<file path="config.mk">
export PLATFORM = sky130hd
export DESIGN_NAME = loop_code_detector
export DESIGN_NICKNAME = d
export VERILOG_FILES = /design/src/rtl/lcd_pkg.sv /design/src/rtl/lcd_code_watch.sv /design/src/rtl/lcd_mode_ctrl.sv /design/src/rtl/lcd_irq_pulse.sv /design/src/rtl/loop_code_detector.sv
export SDC_FILE = /design/constraint.sdc
export NUM_CORES = 1
export LEC_CHECK = 0
export ABC_CLOCK_PERIOD_IN_PS = 6400
export CAP_MARGIN = 10
export CORE_ASPECT_RATIO = 0.8
export CORE_MARGIN = 8
export CORE_UTILIZATION = 65
export DETAILED_ROUTE_END_ITERATION = 12
export GPL_ROUTABILITY_DRIVEN = 0
export MAX_ROUTING_LAYER = met4
export PLACE_DENSITY_LB_ADDON = 0.12
export REMOVE_ABC_BUFFERS = 1
export SLEW_MARGIN = 20
export SYNTH_ARGS = -nofsm -noshare
export SYNTH_HDL_FRONTEND = slang
export SYNTH_SLANG_ARGS = --single-unit
</file>
<file path="constraint.sdc">
create_clock -name clk -period 6.4 [get_ports clk]
set_clock_uncertainty 0.2 [all_clocks]
set_input_delay 1.6 -clock clk [delete_from_list [all_inputs] [get_ports clk]]
set_output_delay 1.6 -clock clk [all_outputs]
set_load 0.02 [all_outputs]
</file>
<file path="src/rtl/lcd_pkg.sv">
package lcd_pkg;
   typedef enum logic [1:0] {
      LCD_OFF  = 2'b00,
      LCD_UP   = 2'b01,
      LCD_DN   = 2'b10,
      LCD_AUTO = 2'b11
   } lcd_mode_e;

   function automatic int unsigned lcd_cnt_width(input int unsigned persist);
      return $clog2(persist + 2);
   endfunction
endpackage

</file>
<file path="src/rtl/lcd_code_watch.sv">
module lcd_code_watch #(
   parameter int unsigned LEN     = 5,
   parameter logic [LEN-1:0] CODE = 5'b00001,
   parameter int unsigned PERSIST = 16
) (
   input  logic clk,
   input  logic rst_n,
   input  logic bit_en,
   input  logic rx_bit,
   input  logic restart,
   output logic sustained
);
   localparam int unsigned CW = lcd_pkg::lcd_cnt_width(PERSIST);
   localparam logic [CW-1:0] SAT = CW'(PERSIST + 1);

   logic [LEN-1:0] win_q;
   logic [LEN-1:0] win_n;
   logic [LEN-1:0] rot_hit;
   logic           hit;
   logic [CW-1:0]  run_q;

   assign win_n = {win_q[LEN-2:0], rx_bit};

   for (genvar r = 0; r < LEN; r++) begin : g_rot
      localparam logic [LEN-1:0] ROT = LEN'((CODE << r) | (CODE >> (LEN - r)));
      assign rot_hit[r] = (win_n == ROT);
   end

   assign hit = |rot_hit;

   always_ff @(posedge clk) begin
      if (!rst_n) begin
         win_q <= '1;
         run_q <= '0;
      end else begin
         if (bit_en) win_q <= win_n;
         if (restart)     run_q <= '0;
         else if (bit_en) run_q <= hit ? ((run_q == SAT) ? SAT : run_q + 1'b1) : '0;
      end
   end

   assign sustained = (run_q == SAT);

   // a rejected bit empties the run
   a_r4_miss_clears: assert property (@(posedge clk) disable iff (!rst_n)
      (bit_en && !restart && !hit) |=> (run_q == '0));
   // a hold only begins on an accepted matching bit
   a_r4_rise_on_bit: assert property (@(posedge clk) disable iff (!rst_n)
      $rose(sustained) |-> $past(bit_en && hit && !restart));
   // restart leaves no hold behind
   a_r6_restart_drops: assert property (@(posedge clk) disable iff (!rst_n)
      restart |=> !sustained);
endmodule

</file>
<file path="src/rtl/lcd_mode_ctrl.sv">
module lcd_mode_ctrl
   import lcd_pkg::*;
#(
   parameter logic [2:0] TEST_LOCK = 3'b110
) (
   input  logic       clk,
   input  logic       rst_n,
   input  logic [1:0] mode,
   input  logic [2:0] tx_test,
   input  logic       local_analog_lb,
   input  logic       up_sus,
   input  logic       dn_sus,
   output logic       restart,
   output logic       status,
   output logic       status_nxt,
   output logic       rlb_en
);
   lcd_mode_e  mode_e;
   logic [1:0] mode_q;
   logic       auto_ok;
   logic       auto_q;
   logic       looped_nxt;

   assign mode_e  = lcd_mode_e'(mode);
   assign auto_ok = (mode_e == LCD_AUTO) && (tx_test != TEST_LOCK);
   assign restart = (mode != mode_q) || (auto_ok != auto_q);

   always_comb begin
      looped_nxt = 1'b0;
      status_nxt = 1'b0;
      if (auto_ok) begin
         if (restart)      looped_nxt = 1'b0;
         else if (!rlb_en) looped_nxt = up_sus && !local_analog_lb;
         else              looped_nxt = !dn_sus;
         status_nxt = looped_nxt;
      end else if (!restart) begin
         unique case (mode_e)
            LCD_UP:  status_nxt = up_sus;
            LCD_DN:  status_nxt = dn_sus;
            default: status_nxt = 1'b0;
         endcase
      end
   end

   always_ff @(posedge clk) begin
      if (!rst_n) begin
         mode_q <= LCD_OFF;
         auto_q <= 1'b0;
         status <= 1'b0;
         rlb_en <= 1'b0;
      end else begin
         mode_q <= mode;
         auto_q <= auto_ok;
         status <= status_nxt;
         rlb_en <= looped_nxt;
      end
   end

   // mode off forces a clear status
   a_r1_off_clear: assert property (@(posedge clk) disable iff (!rst_n)
      (mode_e == LCD_OFF) |=> !status);
   // loopback is always reported on the status bit
   a_r7_lb_shows: assert property (@(posedge clk) disable iff (!rst_n)
      rlb_en |-> status);
   // entry clears status
   a_r6_entry_clear: assert property (@(posedge clk) disable iff (!rst_n)
      restart |=> !status);
   // held loop-down releases loopback
   a_r8_release: assert property (@(posedge clk) disable iff (!rst_n)
      (rlb_en && dn_sus) |=> !rlb_en);
   // loopback needs an allowed automatic mode
   a_r9_needs_auto: assert property (@(posedge clk) disable iff (!rst_n)
      !auto_ok |=> !rlb_en);
   // no new loopback under local analog loopback
   a_r11_analog_block: assert property (@(posedge clk) disable iff (!rst_n)
      (!rlb_en && local_analog_lb) |=> !rlb_en);
endmodule

</file>
<file path="src/rtl/lcd_irq_pulse.sv">
module lcd_irq_pulse (
   input  logic clk,
   input  logic rst_n,
   input  logic irq_en,
   input  logic status,
   input  logic status_nxt,
   output logic irq
);
   always_ff @(posedge clk) begin
      if (!rst_n) irq <= 1'b0;
      else        irq <= irq_en && (status_nxt != status);
   end

   // a pulse marks a status edge
   a_r5_irq_on_edge: assert property (@(posedge clk) disable iff (!rst_n)
      irq |-> (status != $past(status)));
   // masked edges raise nothing
   a_r5_irq_masked: assert property (@(posedge clk) disable iff (!rst_n)
      !irq_en |=> !irq);
endmodule

</file>
<file path="src/rtl/loop_code_detector.sv">
module loop_code_detector #(
   parameter int unsigned PERSIST_BITS = 7_720_000,
   parameter int unsigned UP_LEN       = 5,
   parameter logic [UP_LEN-1:0] UP_CODE = 5'b00001,
   parameter int unsigned DN_LEN       = 3,
   parameter logic [DN_LEN-1:0] DN_CODE = 3'b001,
   parameter logic [2:0] TEST_LOCK     = 3'b110
) (
   input  logic       clk,
   input  logic       rst_n,
   input  logic       bit_en,
   input  logic       rx_bit,
   input  logic [1:0] mode,
   input  logic [2:0] tx_test,
   input  logic       local_analog_lb,
   input  logic       irq_en,
   output logic       code_status,
   output logic       remote_lb_en,
   output logic       irq
);
   if (PERSIST_BITS < 1) begin : g_chk_persist
      $error("PERSIST_BITS must be at least 1");
   end
   if (UP_LEN < 2 || DN_LEN < 2) begin : g_chk_len
      $error("code lengths must be at least 2");
   end
   if (UP_CODE == '1 || DN_CODE == '1 || UP_CODE == '0 || DN_CODE == '0) begin : g_chk_code
      $error("codes must hold both ones and zeros");
   end

   logic restart;
   logic up_sus;
   logic dn_sus;
   logic status_nxt;

   lcd_code_watch #(.LEN(UP_LEN), .CODE(UP_CODE), .PERSIST(PERSIST_BITS)) u_up_watch (
      .clk(clk), .rst_n(rst_n), .bit_en(bit_en), .rx_bit(rx_bit),
      .restart(restart), .sustained(up_sus));

   lcd_code_watch #(.LEN(DN_LEN), .CODE(DN_CODE), .PERSIST(PERSIST_BITS)) u_dn_watch (
      .clk(clk), .rst_n(rst_n), .bit_en(bit_en), .rx_bit(rx_bit),
      .restart(restart), .sustained(dn_sus));

   lcd_mode_ctrl #(.TEST_LOCK(TEST_LOCK)) u_ctrl (
      .clk(clk), .rst_n(rst_n), .mode(mode), .tx_test(tx_test),
      .local_analog_lb(local_analog_lb), .up_sus(up_sus), .dn_sus(dn_sus),
      .restart(restart), .status(code_status), .status_nxt(status_nxt),
      .rlb_en(remote_lb_en));

   lcd_irq_pulse u_irq (
      .clk(clk), .rst_n(rst_n), .irq_en(irq_en), .status(code_status),
      .status_nxt(status_nxt), .irq(irq));
endmodule

</file>
Word level (Yosys, flattened, before mapping)
Index checks and enable logic that the tools add are counted.

Output and inout port bits: 3. Register bits after elaboration: 58. Input port bits: 11.

Multiplexer cells: 9. Reductions and logical operators: 10. Bitwise logic cells: 1. Eq/ne operators: 17. Add/subtract/negate cells: 2.

Operators by type and width (count): $mux 23 (4); $add 23x1->23 const B (2); $eq 23x23->1 const B (2); $eq 5x1->1 const B (1); $eq 5x2->1 const B (1); $eq 5x3->1 const B (1); $eq 5x4->1 const B (1); $eq 5x5->1 const B (1); $reduce_or 5->1 (1); $eq 2x2->1 const B (2); $mux 1 (4); $eq 3x1->1 const B (1); $eq 3x2->1 const B (1); $eq 3x3->1 const B (1); $logic_and 1x1->1 (3); $ne 3x3->1 const B (1); $reduce_or 3->1 (1); $eq 2x1->1 const B (1); $logic_not 1->1 (2); $ne 1x1->1 (2); $ne 2x2->1 (1); $pmux 1 s2 (1); $reduce_and 2->1 (1); $reduce_or 2->1 (1); other kinds (2) (2).

Depth between registers and ports, before layout
Depth after elaboration: 8. Mapped depth: 10. Mapped depth without buffers: 8.

Modules after synthesis
Synthesis repeated with hierarchy kept, for this count alone.

Cell total of the unflattened synthesis: 420. Area, all modules: 3425.8 sq um.

Modules (own cells, without submodules): lcd_code_watch at u_up_watch (instances 1, cells each 206, area each 1614.0 sq um, sequential area each 540.5 sq um); lcd_code_watch at u_dn_watch (instances 1, cells each 181, area each 1460.2 sq um, sequential area each 500.5 sq um); lcd_mode_ctrl (instances 1, cells each 30, area each 316.6 sq um, sequential area each 100.1 sq um); lcd_irq_pulse (instances 1, cells each 3, area each 35.0 sq um, sequential area each 20.0 sq um).

Worst setup path after synthesis
OpenSTA, ideal clock, no wires.

Path type: input-to-reg. From: input port bit_en. To: register u_up_watch.run_q[17]. Buffers on the path: 1. Cell stages on the path: 6. Data arrival time: 2932 ps. Setup time: 70 ps. Slack: 3198 ps. Data required time: 6130 ps. Path through: clkbuf_1 nor2b_1 a32oi_1 and3_1 or4_1 a21oi_1.

RTL lines: start, declared (RTL line loop_code_detector.sv:11) `input logic bit_en,`; end signal, assigned (RTL line lcd_code_watch.sv:38) `else if (bit_en) run_q <= hit ? ((run_q == SAT) ? SAT : run_q + 1'b1) : '0;`; end, declared (RTL line lcd_code_watch.sv:20) `logic [CW-1:0] run_q;`.

==> out/metrics.csv <==
stage,metric,value,unit
power,Max rail drop VDD,0.149,mV
setup_path,Bufs and invs on worst path,2,
global_routing,"Most Used Layer, Global Route",met2,
floorplanning,row cnt,22,
setup_path,worst setup path category,primary input to flop,
synthesis,prevailing post-synth register cell,sky130_fd_sc_hd__dfxtp_1,
clock_tree,clock latency of the later-clocked register in the worst-skew pair,310,ps
power,leakage power summed over all cells,0.00111,uW
detailed_routing,Detailed Route WL,7500,um
global_routing,met2 capacity usage during global routing,30.4,%
power,internal power contribution,503,uW
final_layout,total area of sequential cells,1120,sq um
timing,"Setup violations, final",0,
synthesis,number of enable-type register cells in the synthesized netlist,0,
place,final HPWL from detailed placement,5330,um
timing,Final Cycle Share,59.7,%
final_layout,"Area growth, synth to finish",8.74,%
setup_path,Critical Path Source Type,primary input,
synthesis,simple-gate area share of the yosys netlist,33.2,%
detailed_routing,DRC,0,
power,clock network power share,39.2,%
synthesis,mux share of post-synthesis cell area,1.34,%
clock_tree,sink count of the clock tree,56,
setup_path,startpoint of the most critical register-to-register path,u_dn_watch.run_q[2]$_SDFFE_PP0P_,
clock_tree,clock buffer depth,2,
synthesis,Avg Synthesized Cell Area,8.11,sq um
synthesis,cell accounting for the most synthesized area,sky130_fd_sc_hd__dfxtp_1,
global_routing,maximum number of pins on one net before global-route repair,39,
timing,"Hold Vio Cnt, Final",0,
flow_run,max capacitance violation total,0,
synthesis,commonest cells in the netlist,"56 x sky130_fd_sc_hd__dfxtp_1, 45 x sky130_fd_sc_hd__nor2_1, 37 x sky130_fd_sc_hd__nand2_1, 20 x sky130_fd_sc_hd__a21oi_1, 20 x sky130_fd_sc_hd__o21ai_0",
final_layout,net count reported at finish,413,
synthesis,unique cell type count in the Yosys netlist,58,
global_routing,total global routing overflow,0,
synthesis,area fraction in compound gates after synthesis,16.5,%
detailed_routing,via-per-instance ratio,6.46,
detailed_routing,drt pass-1 iters,5,
status,outcome,completed,
power,combinational group share of total power,6.0,%
final_layout,Fillers,369,
detailed_routing,post-detailed-route wirelength per cell,16.4,um
global_routing,number of antenna violations at the first check in global routing,0,
clock_tree,clock tree root buffer cell,sky130_fd_sc_hd__clkbuf_8,
min_path,startpoint of the tightest hold check path,u_up_watch.run_q[20]$_SDFFE_PP0P_,
setup_path,required arrival time at the worst endpoint,6450,ps
synthesis,flip-flop and latch count after synthesis,56,
setup_path,reg-to-reg critical path endpoint,u_dn_watch.run_q[3]$_SDFFE_PP0P_,
synthesis,XOR/XNOR Fraction of Synth Area,6.92,%
place,port buffer count,13,
synthesis,post-synthesis async set-or-reset flop share,0,%
power,power dissipated by switching net loads,140,uW
setup_path,Worst setup endpoint,u_up_watch.run_q[17]$_SDFFE_PP0P_,
global_routing,routing usage on met3,5.13,%
timing,maximum frequency from static timing analysis,262,MHz
final_layout,area occupied by multi-input gates,1920,sq um
final_layout,final cell utilization of the core,74.4,%
setup_path,critical-path cell with the highest stage delay,sky130_fd_sc_hd__clkdlybuf4s50_1,
setup_path,number of cells on the worst reg-to-reg path,6,
synthesis,synthesized-area fraction occupied by adder cells,2.77,%
setup_path,worst path arrival time,3870,ps
setup_path,ordered list of cells on the worst path,clkdlybuf4s50_1 -> buf_4 -> nand4_1 -> and3_1 -> or4_1 -> a21oi_1,
final_layout,fraction of final layout cells with drive strength greater than 1,5.81,%
final_layout,Antenna Cells,0,
setup_path,kind of end point of the critical path,flop,
clock_tree,clock buffer count from CTS,5,
synthesis,most common cell in the netlist,sky130_fd_sc_hd__dfxtp_1,
setup_path,max incr delay on CP,700,ps
clock_tree,TritonCTS clock tree,built,
floorplanning,Die H,78.4,um
timing,remaining max-slew budget at the tightest pin,65.1,%
detailed_routing,ANT nets after route,0,
setup_path,crit path from,bit_en,
clock_tree,clock-pin slew on the worst setup and hold paths,100,ps
clock_tree,post-cts gate resize count,0,
synthesis,largest family of logic cells by synthesized area,simple AND/OR/NAND/NOR gates,
power,share of power burned in registers,54.8,%
floorplanning,Core Region,4620,sq um
synthesis,Synth Instances,390,
synthesis,area share of the largest cell type after synthesis,35.4,%
synthesis,biggest area contributors in the synthesized netlist,"sky130_fd_sc_hd__dfxtp_1 35%, sky130_fd_sc_hd__nor2_1 5.3%, sky130_fd_sc_hd__xor2_1 5.0%",
min_path,worst min-delay path class,flop to flop,
setup_path,crit path max fanout,38,
detailed_routing,Starting DRT DRC Count,258,
global_routing,fraction of met1 tracks used by global routing,30.2,%
synthesis,yosys warns,0,
setup_path,kind of cell adding the most delay to the critical path,buffers and inverters,
global_routing,all-layer global routing usage,21.6,%
synthesis,netlist area before placement,3160,sq um
power,fraction of power spent switching nets,21.7,%
setup_path,number of stages on the worst setup path,6,
floorplanning,area of the die,7370,sq um
clock_tree,count of buffers added by post-CTS timing repair for setup,0,
detailed_routing,number of vias after detailed routing,2944,
floorplanning,number of top-level design ports,14,
global_routing,vias in the first global route,2683,
timing,unrepaired setup endpoints after global routing,no,
floorplanning,horizontal die dimension,94.0,um
global_routing,wire length of the first global-routing pass,12900,um
synthesis,"Seq/Total Area, Yosys",35.4,%
setup_path,worst reg2reg setup slack,3820,ps
timing,transition at the pin with the smallest max-transition slack,524,ps
power,P per Cell Area,187,nW/um^2
floorplanning,starting density of the core,68.4,%
timing,setup TNS after final layout,0,ps
timing,shortest period the worst path allows,3820,ps
timing,Slew Limit Fails,0,
clock_tree,post-cts hold buffer count,0,
clock_tree,level count of the clock H-tree,2,
through the flow:
stage	setup WS (ps)	area [sq um]	hold WS [ps]	power [uW]	cells
floorplan	2860	3090	241	379	373
detailed placement	2340	3310	283	398	448
global placement	2390	3310	274	397	448
CTS	2630	3440	298	646	456
global route	2480	3440	343	667	456
finish	2580	3440	301	643	456
worst reg2reg max path, delay by kind of cell, from the launching register on:
family,cells,cell delay (ps)
AOI/OAI and AO/OA,1,430
DFF,1,380
and+or+nand+nor,5,1460
metal layers:
layer,vias to the layer above,wire [um]
li1,1426,-
met1,1379,3640
met2,132,3170
met3,7,606
met4,0,78
met5,-,0
cells in the final DEF, fill, tap and decap left out, drive strengths merged, types with 3 or more instances in the layout:
master	synthesis	final
and2	7	7
o211ai	3	3
clkdlybuf4s50	0	13
xor2	18	18
a221oi	4	4
nor4	5	5
a31oi	5	5
nor3	16	16
nand3	15	15
o21bai	3	3
nand4	19	19
dfxtp	56	56
a22oi	3	3
inv	14	14
clkbuf	12	7
and4	6	6
xnor2	7	7
nor2b	4	4
ha	7	7
a21o	5	5
o21ai	20	20
nand2	37	37
nor2	45	45
a211oi	4	4
nand2b	3	3
nor4bb	3	3
nand4b	5	5
or4	3	3
a21oi	20	20
and3	10	10
power groups by stage:
stage,combinational [uW],sequential [uW],clock [uW]
CTS,37.7,352,256
finish,38.2,352,252
global placement,36.6,360,0
global route,41.9,353,272
floorplan,19.4,360,0
detailed placement,37.4,360,0
state kept, by name, indices dropped and copies added (netlist names):
name,count
u_dn_watch.run_q,23
u_irq.irq,1
u_up_watch.win_q,4
u_up_watch.run_q,23
u_ctrl.mode_q,2
u_ctrl.rlb_en,1
u_ctrl.status,1
u_ctrl.auto_q,1
how the worst min path moves through the flow:
stage                     depth (start not counted)                                end  slack, ps
after detailed placement                          2  u_up_watch.run_q[22]$_SDFFE_PP0P_        280
after floorplan                                   2  u_up_watch.run_q[22]$_SDFFE_PP0P_        240
after global routing                              2  u_up_watch.run_q[22]$_SDFFE_PP0P_        340
final                                             2  u_up_watch.run_q[20]$_SDFFE_PP0P_        300
after CTS                                         2  u_up_watch.run_q[22]$_SDFFE_PP0P_        300
after global placement                            2  u_up_watch.run_q[22]$_SDFFE_PP0P_        270
layout make-up:
cell class / count / share of cell area (%)
repair buffers: 15 / 4.22
clock buffers: 7 / 2.80
clock inverters: 1 / 0.873
well taps: 60 / 2.18
flip-flops and latches: 56 / 32.6
inverters: 14 / 1.53
multi-input cells: 303 / 55.8
kinds of logic (layout without fill, tap and decap cells):
logic type,Yosys count,after routing
adders and majority gates,7,7
AOI/OAI and AO/OA,78,78
muxes,4,4
buffers and inverters,31,37
and+or+nand+nor,189,189
DFF,56,56
xor gates and xnor gates,25,25
Note: power is estimated with default switching activity, not from simulation.
